===== config.mk =====
export PLATFORM = sky130hd
export DESIGN_NAME = drive_seek_tracker
export DESIGN_NICKNAME = d
export VERILOG_FILES = /design/src/rtl/seek_pkg.sv /design/src/rtl/seek_target_calc.sv /design/src/rtl/head_stepper.sv /design/src/rtl/change_latch.sv /design/src/rtl/drive_seek_tracker.sv
export SDC_FILE = /design/constraint.sdc
export NUM_CORES = 1
export LEC_CHECK = 0
export ABC_AREA = 1
export BUFFER_PORTS_ARGS = -buffer_cell sky130_fd_sc_hd__buf_2
export CORE_MARGIN = 3
export CORE_UTILIZATION = 30
export DETAILED_ROUTE_END_ITERATION = 10
export RECOVER_POWER = 50
export SLEW_MARGIN = 20
export SYNTH_ARGS = -nofsm -noshare
export SYNTH_HDL_FRONTEND = slang
export SYNTH_SLANG_ARGS = --single-unit

===== constraint.sdc =====
create_clock -name clk -period 3.2 [get_ports clk]
set_input_delay 0.16 -clock clk [delete_from_list [all_inputs] [get_ports clk]]
set_output_delay 0.16 -clock clk [all_outputs]
set_load 0.01 [all_outputs]

===== src/rtl/seek_pkg.sv =====
package seek_pkg;

    // Kind of positioning request
    typedef enum logic [1:0] {
        SK_ABS  = 2'b00,
        SK_IN   = 2'b01,
        SK_OUT  = 2'b10,
        SK_ABS2 = 2'b11
    } seek_kind_e;

    // Head mover state
    typedef enum logic {
        ST_IDLE = 1'b0,
        ST_MOVE = 1'b1
    } mover_state_e;

    localparam int STATUS_W = 8;
    localparam int CHG_BIT  = 7;

endpackage


===== src/rtl/seek_target_calc.sv =====
module seek_target_calc
    import seek_pkg::*;
#(
    parameter int CYL_W   = 8,
    parameter int MAX_CYL = 79
) (
    input  logic [1:0]       kind,
    input  logic [CYL_W-1:0] arg,
    input  logic [CYL_W-1:0] cur,
    output logic [CYL_W-1:0] tgt
);
    localparam logic [CYL_W-1:0] LIMIT = CYL_W'(MAX_CYL);

    logic [CYL_W:0] wide_sum;

    always_comb begin
        wide_sum = {1'b0, cur} + {1'b0, arg};
        unique case (seek_kind_e'(kind))
            SK_IN:   tgt = (wide_sum > {1'b0, LIMIT}) ? LIMIT : wide_sum[CYL_W-1:0];
            SK_OUT:  tgt = (arg > cur) ? '0 : (cur - arg);
            default: tgt = (arg > LIMIT) ? LIMIT : arg;
        endcase
    end
endmodule


===== src/rtl/head_stepper.sv =====
module head_stepper
    import seek_pkg::*;
#(
    parameter int CYL_W   = 8,
    parameter int MAX_CYL = 79
) (
    input  logic             clk,
    input  logic             rst,
    input  logic             req_valid,
    input  logic [1:0]       req_kind,
    input  logic [CYL_W-1:0] req_arg,
    input  logic             req_head,
    output logic             busy,
    output logic             step_pulse,
    output logic             step_dir,
    output logic             seek_done,
    output logic [CYL_W-1:0] cur_cyl,
    output logic             cur_head
);
    mover_state_e     state;
    logic [CYL_W-1:0] tgt_cyl;
    logic [CYL_W-1:0] next_tgt;

    seek_target_calc #(.CYL_W(CYL_W), .MAX_CYL(MAX_CYL)) u_calc (
        .kind (req_kind),
        .arg  (req_arg),
        .cur  (cur_cyl),
        .tgt  (next_tgt)
    );

    always_ff @(posedge clk) begin
        if (rst) begin
            state      <= ST_IDLE;
            cur_cyl    <= '0;
            tgt_cyl    <= '0;
            cur_head   <= 1'b0;
            step_pulse <= 1'b0;
            step_dir   <= 1'b0;
            seek_done  <= 1'b0;
        end else begin
            step_pulse <= 1'b0;
            seek_done  <= 1'b0;
            unique case (state)
                ST_IDLE: begin
                    if (req_valid) begin
                        tgt_cyl  <= next_tgt;
                        cur_head <= req_head;
                        state    <= ST_MOVE;
                    end
                end
                ST_MOVE: begin
                    if (cur_cyl == tgt_cyl) begin
                        seek_done <= 1'b1;
                        state     <= ST_IDLE;
                    end else if (tgt_cyl > cur_cyl) begin
                        cur_cyl    <= cur_cyl + 1'b1;
                        step_pulse <= 1'b1;
                        step_dir   <= 1'b1;
                    end else begin
                        cur_cyl    <= cur_cyl - 1'b1;
                        step_pulse <= 1'b1;
                        step_dir   <= 1'b0;
                    end
                end
                default: state <= ST_IDLE;
            endcase
        end
    end

    assign busy = (state == ST_MOVE);
endmodule


===== src/rtl/change_latch.sv =====
module change_latch (
    input  logic clk,
    input  logic rst,
    input  logic media_insert,
    input  logic media_eject,
    input  logic stepped,
    output logic changed
);
    logic media_present;

    always_ff @(posedge clk) begin
        if (rst) begin
            media_present <= 1'b0;
            changed       <= 1'b1;
        end else if (media_eject) begin
            media_present <= 1'b0;
            changed       <= 1'b1;
        end else begin
            if (media_insert) begin
                media_present <= 1'b1;
            end
            if (stepped && media_present) begin
                changed <= 1'b0;
            end
        end
    end
endmodule


===== src/rtl/drive_seek_tracker.sv =====
module drive_seek_tracker
    import seek_pkg::*;
#(
    parameter int CYL_W   = 8,
    parameter int MAX_CYL = 79
) (
    input  logic                clk,
    input  logic                rst,
    input  logic                req_valid,
    input  logic [1:0]          req_kind,
    input  logic [CYL_W-1:0]    req_arg,
    input  logic                req_head,
    input  logic                media_insert,
    input  logic                media_eject,
    output logic                busy,
    output logic                step_pulse,
    output logic                step_dir,
    output logic                seek_done,
    output logic [CYL_W-1:0]    cur_cyl,
    output logic                cur_head,
    output logic [STATUS_W-1:0] dir_reg
);
    logic chg_flag;

    head_stepper #(.CYL_W(CYL_W), .MAX_CYL(MAX_CYL)) u_step (
        .clk        (clk),
        .rst        (rst),
        .req_valid  (req_valid),
        .req_kind   (req_kind),
        .req_arg    (req_arg),
        .req_head   (req_head),
        .busy       (busy),
        .step_pulse (step_pulse),
        .step_dir   (step_dir),
        .seek_done  (seek_done),
        .cur_cyl    (cur_cyl),
        .cur_head   (cur_head)
    );

    change_latch u_chg (
        .clk          (clk),
        .rst          (rst),
        .media_insert (media_insert),
        .media_eject  (media_eject),
        .stepped      (step_pulse),
        .changed      (chg_flag)
    );

    always_comb begin
        dir_reg          = '0;
        dir_reg[CHG_BIT] = chg_flag;
    end
endmodule


==> reports/qor.csv, run 1 <==
stage,metric,value,unit
outcome,status,completed,
setup_path,r2r startpoint,u_step.cur_cyl[5],
clock_network,htree depth,1,
pwr,Worst VDD drop,620,uV
grt,vias in the first global route,2074,
die,Die X,95.2,um
clock_network,clock tree root driver cell,clkbuf_8,
sta,Max Slew Vio Count,0,
logic_synthesis,Post-synth top cells,"nand2_1 (70), inv_1 (50), ha_1 (32)",
final_layout,final design utilization,0.350,
grt,gr ovfl total,0,
route,vias per std cell,4.78,
final_layout,final net count,427,
clock_network,setup bufs post-CTS,0,
run,# Max-Cap Violations,0,
clock_network,clock transition at the registers of the reported paths,0.09,ns
route,Avg WL per Cell,12.5,um
die,row cnt,31,
die,Starting Density,0.319,
sta,worst hold slack,0.0871,ns
die,num ports,37,
route,drt pass-1 iters,5,
route,vias,2265,
logic_synthesis,dominant cells by area after synthesis,"dfxtp_1 (19%), ha_1 (17%), nand2_1 (11%), inv_1 (7.9%), a21oi_1 (6.5%)",
pwr,Static Leak,1.33,nW
setup_path,R2R depth,15,
route,DRC,0,
final_layout,Post-Layout Inst Area,2620,um2
sta,final hold violation count,0,
setup_path,R2R Path End,u_step.cur_cyl[5],
sta,Setup Skew,0.00353,ns
logic_synthesis,Seq cells post-synth,23,
clock_network,cells resized by post-CTS repair,0,
die,CORE AREA,7490,um2
clock_network,Num CTS Buffers,3,
clock_network,Clock Path Buffers,2,
final_layout,antenna fix cells,0,
die,die area,9060,um2
sta,period utilization,0.879,
logic_synthesis,"Top FF cell, synth",dfxtp_1,
setup_path,crit path kind,flip-flop to flip-flop,
clock_network,clock sink count,23,
clock_network,CTS tree,yes,
logic_synthesis,"count leader, synth",nand2_1,
pwr,PwrDens,852,nW/um2
route,drt total wl,5910,um
sta,endpoints failing setup,0,
clock_network,clk_lat worst skew,0.27,ns
sta,setup TNS,0,ns
placed_design,GP Congestion,0.896,
final_layout,P&R area growth vs syn,9.81,%
grt,initial antenna violation count,0,
route,initial DRC count,83,
setup_path,Setup crit start kind,flip-flop,
logic_synthesis,Syn Area/Cell,6.89,um2
placed_design,DP Area,2590,um2
final_layout,layout cell share with drive strength beyond 1,0.141,
hold_path,worst hold path type,input port to flip-flop,
logic_synthesis,unique cell type count in the Yosys netlist,35,
sta,RSZ-0062 raised after global routing,false,
hold_path,hold endpoint,u_chg.media_present,
logic_synthesis,Synth area leader,dfxtp_1,
route,Final ANT Viol Nets,0,
grt,largest net degree at the start of global routing,16,
logic_synthesis,synthesized area,2380,um2
hold_path,hold path startpoint,media_insert,
logic_synthesis,cell count after synthesis,346,
setup_path,CP required,3.37,ns
logic_synthesis,Synth top area share,0.193,
logic_synthesis,"Async S/R FF share, synth",0,
sta,Max Fclk,355,MHz
setup_path,CP Max Fanout,8,
placed_design,HPWL after detailed placement,4850,um
logic_synthesis,post-synthesis sequential area ratio,0.193,
die,Die Span Y,95.2,um
placed_design,Port Buffers,29,
setup_path,CP arrival,2.98,ns
logic_synthesis,number of synthesized flops with an enable pin,0,
logic_synthesis,yosys warns,0,
setup_path,Worst Setup End Kind,flip-flop,
hold_path,hold depth,2,
grt,first-pass GRT wire length,9720,um
setup_path,flop2flop setup slack,0.39,ns
sta,minimum clock period,2.81,ns
clock_network,hold buffer count at cts,0,
grt,Total GRT Usage,0.134,
## cell usage in the layout, fill, tap and decap left out, types with 2 or more instances in the layout
cell type	netlist	layout
dfxtp_1	23	23
clkbuf_1	2	14
nand3b_1	3	3
nor2_1	13	13
nand2_1	70	69
fa_1	3	3
a21oi_1	31	31
o31ai_1	2	2
nor2_2	4	4
a21oi_2	5	5
o21ai_0	13	13
inv_2	5	5
nand3_1	31	31
clkbuf_8	0	3
o21a_1	3	3
nand4_1	11	11
buf_2	0	20
inv_1	50	50
conb_1	1	7
ha_1	32	32
xnor2_1	4	4
xor2_1	6	6
nand2_2	6	7
o211ai_1	2	2
and2_1	2	2
## worst max-delay path, stage by stage, from the launching register on
cell,delay (ns)
dfxtp_1,0.46
inv_1,0.11
ha_1,0.31
nand4_1,0.14
nor4_2,0.24
inv_1,0.12
nand2_2,0.18
ha_1,0.31
a21oi_1,0.14
nand2_1,0.11
a21oi_1,0.14
nor2_1,0.05
nor2_1,0.10
xor2_1,0.08
o21ai_0,0.16
inv_1,0.05
## worst max path at each step
| stage | start | endpoint | slack (ns) | cells past startpoint |
|---|---|---|---|---|
| 3_3_place_gp | u_step.cur_cyl[5] | u_step.cur_cyl[5] | 0.27 | 15 |
| 3_5_place_dp | u_step.cur_cyl[5] | u_step.cur_cyl[5] | 0.17 | 15 |
| 6_report | u_step.cur_cyl[5] | u_step.cur_cyl[5] | 0.39 | 15 |
| 2_1_floorplan | u_step.cur_cyl[1] | u_step.cur_cyl[6] | 0.33 | 17 |
| 5_1_grt | u_step.cur_cyl[5] | u_step.cur_cyl[6] | 0.04 | 15 |
| 4_1_cts | u_step.cur_cyl[5] | u_step.cur_cyl[5] | 0.17 | 15 |
## metal layers
metal  wire length (um)  vias to the layer above  global-route usage
li1                   -                     1180                   -
met1               2890                     1019               0.186
met2               2750                       56               0.222
met3                195                       10              0.0110
met4                 62                        0              0.0373
met5                  0                        -                   0
## flip-flops by register name (all words and copies together), names as in the netlist
signal               cells
u_step.step_dir          1
u_step.step_pulse        1
u_chg.changed            1
u_step.busy              1
u_step.cur_cyl           8
u_step.cur_head          1
u_step.tgt_cyl           8
u_step.seek_done         1
u_chg.media_present      1
## cells by family after synthesis
kind of cell	count (synthesis)	share of synthesized area
DFF	23	0.193
and+or+nand+nor	145	0.282
xor gates and xnor gates	10	0.0367
adders and majority gates	35	0.193
buffers and inverters	72	0.143
AOI/OAI and AO/OA	60	0.151
other	1	0.00157
## power breakdown
part           internal (W)  total (W)  switching [W]  leakage (nW)
combinational      0.000627    0.00166        0.00103          1.12
sequential         0.000345   0.000388      0.0000437         0.189
clock             0.0000871   0.000186      0.0000992        0.0255
## layout make-up
class                      count  area (um2)
clock buffer                   3        41.3
clock inverter                 1        5.00
fill                         810        4870
inverter                      56         213
multi-input combinational    257        1620
sequential                    23         460
tap                           99         124
timing repair buffer          35         160
## stage by stage
stage / cells / power (W) / setup WS, ns
floorplan: 352 / 0.00172 / 0.330
global placement: 470 / 0.00204 / 0.273
detailed placement: 470 / 0.00206 / 0.173
CTS: 474 / 0.00226 / 0.168
global route: 474 / 0.00248 / 0.0399
finish: 474 / 0.00223 / 0.386
(Power assumes the default switching activity.)
==> inputs of run 2 (changes only) <==
BUFFER_PORTS_ARGS = -buffer_cell sky130_fd_sc_hd__buf_4   (was -buffer_cell sky130_fd_sc_hd__buf_2)
==> run 2 against run 1 <==
  * Routed wire length rose by 2.5%
  * Fmax fell by 1.2%
  * Global-route usage rose by 0.56 points
  * Clock skew fell by 0.0021 ns
  * Cell area rose by 1.9%
  * Largest cell class unchanged
  * Cell count did not move
==> reports/qor.csv, run 2 (synthesis gave the netlist of run 1 again) <==
stage,metric,value,unit,change
clock_network,CTS tree,yes,,
final_layout,"commonest cells after routing, fill and taps aside","nand2_1 (69), inv_1 (50), ha_1 (32), a21oi_1 (31), nand3_1 (31)",,
pwr,Clk pwr share,0.083,,about the same
grt,vias in the first global route,2232,,+7.6%
sta,Setup Skew,0.00140,ns,-0.00213 ns
placed_design,Port Buffers,29,,unchanged
route,Final ANT Viol Nets,0,,unchanged
route,drt total wl,6050,um,+2.5%
final_layout,Filler cells,812,,+0.25%
hold_path,worst hold path type,input port to flip-flop,,
clock_network,Clock Path Buffers,2,,unchanged
grt,gr ovfl total,0,,unchanged
clock_network,htree depth,1,,unchanged
final_layout,biggest regs,"u_step.cur_cyl (8), u_step.tgt_cyl (8)",,
grt,Total GRT Usage,0.140,,+0.00565
route,DRC,0,,unchanged
pwr,Int Pwr,0.00107,W,+1.5%
route,initial DRC count,81,,-2.4%
placed_design,Place WS,0.156,ns,-0.0174 ns
setup_path,Worst Setup End Kind,flip-flop,,
setup_path,crit path kind,flip-flop to flip-flop,,
sta,Max Slew Vio Count,0,,unchanged
route,drt pass-1 iters,4,,-1
die,Starting Density,0.319,,unchanged
sta,Final Worst Setup Slack,0.353,ns,-0.0333 ns
pwr,Switch Pwr,0.00117,W,+0.20%
route,vias per std cell,4.77,,-0.13%
sta,minimum clock period,2.85,ns,+0.0333 ns
pwr,sequential share of power,0.172,,-0.002
die,die area,9060,um2,unchanged
clock_network,clk_lat worst skew,0.27,ns,about the same
grt,first-pass GRT wire length,10200,um,+5.1%
setup_path,CP required,3.37,ns,about the same
final_layout,final net count,427,,unchanged
die,Die X,95.2,um,unchanged
sta,final hold violation count,0,,unchanged
clock_network,clock tree root driver cell,clkbuf_8,,
pwr,Net Sw Frac,0.522,,-0.00332
pwr,PwrDens,843,nW/um2,-1.1%
clock_network,clock sink count,23,,unchanged
die,Die Span Y,95.2,um,unchanged
die,row cnt,31,,unchanged
sta,period utilization,0.890,,+0.0104
placed_design,HPWL after detailed placement,4980,um,+2.8%
route,Avg WL per Cell,12.8,um,+2.5%
outcome,status,completed,,
grt,initial antenna violation count,0,,unchanged
clock_network,clock transition at the registers of the reported paths,0.09,ns,about the same
final_layout,P&R area growth vs syn,11.9,%,
setup_path,Setup crit start kind,flip-flop,,
placed_design,GP Congestion,0.865,,-3.4%
sta,RSZ-0062 raised after global routing,false,,
grt,largest net degree at the start of global routing,16,,unchanged
run,# Max-Cap Violations,0,,unchanged
final_layout,final design utilization,0.357,,+0.00668
sta,Least-Margin Pin Slew,0.503,ns,
pwr,logic gate share of total power,0.745,,+0.003
sta,max_slew headroom,0.664,,
final_layout,"commonest non-fill, non-tap cell in the layout",nand2_1,,
sta,endpoints failing setup,0,,unchanged
final_layout,antenna fix cells,0,,unchanged
pwr,Static Leak,1.35,nW,+1.0%
sta,setup TNS,0,ns,unchanged
setup_path,CP arrival,3.02,ns,+0.04 ns
route,vias,2262,,-0.13%
final_layout,layout cell share with drive strength beyond 1,0.141,,unchanged
setup_path,CP Max Fanout,8,,unchanged
sta,Max Fclk,351,MHz,-1.2%
clock_network,Num CTS Buffers,3,,unchanged
die,CORE AREA,7490,um2,unchanged
die,num ports,37,,unchanged
pwr,Worst VDD drop,581,uV,-6.3%
-- run 2: routing by layer --
layer  track usage  wire, um
met4        0.0373        59
met2         0.234      2870
met1         0.192      2900
met5             0         0
met3        0.0110       223
-- run 2: stage by stage --
| stage | cells | cell area, um2 | hold WS [ns] | total power, W |
|---|---|---|---|---|
| 5_1_grt | 474 | 2670 | 0.0928 | 0.00252 |
| 3_3_place_gp | 470 | 2670 | 0.362 | 0.00207 |
| 2_1_floorplan | 352 | 2410 | 0.244 | 0.00172 |
| 3_5_place_dp | 470 | 2670 | 0.372 | 0.00210 |
| 6_report | 474 | 2670 | 0.0914 | 0.00225 |
| 4_1_cts | 474 | 2710 | 0.0913 | 0.00228 |
-- run 2: final timing paths --
kind | depth (start not counted) | slack, ns | startpoint | to
setup / recovery | 15 | 0.35 | u_step.cur_cyl[5] | u_step.cur_cyl[5]
hold / removal | 2 | 0.09 | media_insert | u_chg.media_present
setup reg to reg | 15 | 0.35 | u_step.cur_cyl[5] | u_step.cur_cyl[5]
hold reg to reg | 2 | 0.45 | u_chg.changed | u_chg.changed
-- run 2: critical path, stage by stage, from the launching register on --
cell     delay, ns
dfxtp_1       0.47
inv_1         0.12
ha_1          0.31
nand4_1       0.14
nor4_2        0.26
inv_1         0.11
nand2_2       0.18
ha_1          0.31
a21oi_1       0.16
nand2_1       0.12
a21oi_1       0.14
nor2_1        0.05
nor2_1        0.11
xor2_1        0.07
o21ai_0       0.14
inv_1         0.05
-- run 2: layout make-up --
type                       instances  area, um2  area share
multi-input combinational        257       1620       0.605
sequential                        23        460       0.173
inverter                          56        213      0.0797
timing repair buffer              35        210      0.0788
tap                               99        124      0.0464
clock buffer                       3       41.3      0.0155
clock inverter                     1       5.00     0.00188
-- run 2: what timing repair did --
item | in CTS | in global routing
setup endpoints to repair | 0 | 3
gates resized for setup | 0 | 2
hold buffers | 0 | 0
buffers inserted | 0 | 0
-- run 2: power groups by stage --
stage               Clock [W]  Sequential, W  Combinational, W
floorplan                   0       0.000431           0.00129
global placement            0       0.000395           0.00167
detailed placement          0       0.000396           0.00170
CTS                  0.000192       0.000390           0.00170
global route         0.000202       0.000398           0.00192
finish               0.000187       0.000388           0.00167
==> inputs of run 3 (changes only) <==
clock period = 2.4 ns   (was 3.2 ns; I/O delays follow)
==> run 3 against run 2 <==
  * The run now ends with negative setup slack left
  * Routed wire length is 9.5% higher
  * Worst setup slack worse by 0.53 ns
  * Count of clock-buffer cells in the layout is the same
  * Clock skew is 0.0022 ns higher
  * Critical path depth up 3
  * Clock power increased by 26%
  * Sequential power rose by 32%
  * Register-to-register slack worse by 0.53 ns
  * Via count rose by 6.3%
  * Largest cell class unchanged
==> reports/qor.csv, run 3 (synthesis gave the netlist of run 1 again) <==
stage,metric,value,unit,change
route,drt total wl,6620,um,+9.5%
setup_path,R2R depth,18,,+3
clock_network,clock sink count,23,,unchanged
clock_network,clk_lat worst skew,0.26,ns,about the same
placed_design,HPWL after detailed placement,5320,um,+6.8%
route,Avg WL per Cell,13.0,um,+2.1%
pwr,Worst VDD drop,1180,uV,+100%
route,initial DRC count,61,,-25%
clock_network,clock transition at the registers of the reported paths,0.08,ns,about the same
die,num ports,37,,unchanged
final_layout,"commonest non-fill, non-tap cell in the layout",nand2_1,,
setup_path,CP Max Fanout,8,,unchanged
sta,Max Fclk,388,MHz,+10%
grt,largest net degree at the start of global routing,16,,unchanged
placed_design,DP Area,2930,um2,+9.9%
final_layout,P&R area growth vs syn,34.1,%,
sta,endpoints failing setup,4,,+4
placed_design,GP Congestion,0.854,,-1.3%
sta,Setup Skew,0.00359,ns,+0.00219 ns
outcome,violated checks,negative setup slack,,
placed_design,Port Buffers,29,,unchanged
route,vias,2405,,+6.3%
route,DRC,0,,unchanged
die,Die Span Y,95.2,um,unchanged
sta,minimum clock period,2.58,ns,-0.270 ns
grt,vias in the first global route,2300,,+3.0%
die,Starting Density,0.319,,unchanged
die,Die X,95.2,um,unchanged
final_layout,biggest regs,"u_step.cur_cyl (8), u_step.tgt_cyl (8)",,
final_layout,Filler cells,777,,-4.3%
setup_path,CP required,2.56,ns,-0.81 ns
clock_network,Num CTS Buffers,3,,unchanged
hold_path,worst hold path type,input port to flip-flop,,
sta,final hold violation count,0,,unchanged
outcome,status,"finished, violations left",,
setup_path,flop2flop setup slack,-0.18,ns,-0.53 ns
final_layout,"commonest cells after routing, fill and taps aside","nand2_1 (65), buf_4 (60), inv_1 (47), nand3_1 (29), a21oi_1 (26)",,
route,vias per std cell,4.73,,-0.79%
hold_path,hold depth,2,,unchanged
run,# Max-Cap Violations,0,,unchanged
clock_network,htree depth,1,,unchanged
die,row cnt,31,,unchanged
route,drt pass-1 iters,4,,unchanged
pwr,PwrDens,1350,nW/um2,+60%
hold_path,hold endpoint,u_chg.media_present,,
clock_network,Clock Path Buffers,2,,unchanged
setup_path,r2r startpoint,u_step.cur_cyl[1],,
final_layout,Post-Layout Inst Area,3200,um2,+20%
sta,RSZ-0062 raised after global routing,true,,
setup_path,CP arrival,2.74,ns,-0.28 ns
die,die area,9060,um2,unchanged
grt,initial antenna violation count,0,,unchanged
sta,period utilization,1.07,,+0.184
setup_path,Setup crit start kind,flip-flop,,
final_layout,antenna fix cells,0,,unchanged
clock_network,clock tree root driver cell,clkbuf_8,,
grt,first-pass GRT wire length,10800,um,+5.4%
setup_path,R2R Path End,u_step.cur_cyl[6],,
pwr,Static Leak,1.57,nW,+17%
pwr,total power draw,0.00431,W,+92%
grt,Total GRT Usage,0.148,,+0.00878
grt,gr ovfl total,0,,unchanged
final_layout,layout cell share with drive strength beyond 1,0.323,,+0.181
clock_network,CTS tree,yes,,
sta,Max Slew Vio Count,0,,unchanged
setup_path,Worst Setup End Kind,flip-flop,,
final_layout,final net count,461,,+8.0%
hold_path,hold path startpoint,media_insert,,
sta,Final Worst Setup Slack,-0.178,ns,-0.530 ns
route,Final ANT Viol Nets,0,,unchanged
die,CORE AREA,7490,um2,unchanged
setup_path,crit path kind,flip-flop to flip-flop,,
run 3: metal layers:
| metal | routed length [um] | share of wire | up-vias | GRT usage |
|---|---|---|---|---|
| met5 | 0 | 0 | - | 0 |
| met1 | 2960 | 0.45 | 1107 | 0.184 |
| li1 | - | - | 1241 | - |
| met2 | 3380 | 0.51 | 47 | 0.275 |
| met4 | 80 | 0.012 | 0 | 0.0337 |
| met3 | 209 | 0.032 | 10 | 0.0134 |
run 3: what timing repair did:
action / CTS / global route
hold buffers: 0 / 0
setup endpoints to repair: 11 / 13
gates resized for setup: 14 / 25
buffers inserted: 5 / 4
pin swaps: 10 / 9
run 3: worst max-delay path, stage by stage, from the launching register on:
cell	delay, ns
dfxtp_4	0.36
inv_4	0.04
ha_4	0.26
inv_4	0.03
nor2_2	0.06
nor2_1	0.04
o21a_1	0.16
o211ai_1	0.17
buf_4	0.17
nand2_8	0.10
fa_2	0.39
nand3_2	0.09
nand2_2	0.07
a21oi_2	0.12
nor2_1	0.05
nor2_1	0.11
xnor2_1	0.09
o21ai_1	0.12
inv_1	0.05
run 3: layout make-up:
| cell class | instances | area, um2 | area share |
|---|---|---|---|
| clock buffers | 3 | 41.3 | 0.0129 |
| flip-flops and latches | 23 | 470 | 0.147 |
| multi-input cells | 257 | 1830 | 0.573 |
| repair buffers | 69 | 507 | 0.158 |
| inverters | 56 | 218 | 0.0681 |
| clock inverters | 1 | 5.00 | 0.00156 |
| well taps | 99 | 124 | 0.0387 |
run 3: power by group:
part	switching, W	internal [W]
Combinational	0.00184	0.00172
Clock	0.000120	0.000116
Sequential	0.0000458	0.000469
Total	0.00200	0.00230
run 3: worst max path at each step:
stage | startpoint | to | slack [ns] | cells past startpoint
final | u_step.cur_cyl[1] | u_step.cur_cyl[6] | -0.18 | 18
after global routing | u_step.cur_cyl[1] | u_step.cur_cyl[6] | -0.35 | 18
after CTS | u_step.cur_cyl[1] | u_step.cur_cyl[7] | -0.14 | 19
after detailed placement | u_step.cur_cyl[1] | u_step.cur_cyl[6] | -0.31 | 17
after global placement | u_step.cur_cyl[1] | u_step.cur_cyl[6] | -0.23 | 17
after floorplan | u_step.cur_cyl[1] | u_step.cur_cyl[7] | -0.21 | 17
run 3: per-stage QoR:
step	utilization	TNS [ns]	setup slack [ns]	hold WS, ns	cells
after floorplan	-	-0.612	-0.209	0.204	352
after global placement	0.392	-0.657	-0.228	0.320	498
after detailed placement	0.392	-0.990	-0.305	0.323	498
after CTS	0.411	-0.328	-0.139	0.0507	507
after global routing	0.427	-1.43	-0.348	0.0500	508
final	0.427	-0.536	-0.178	0.0539	508
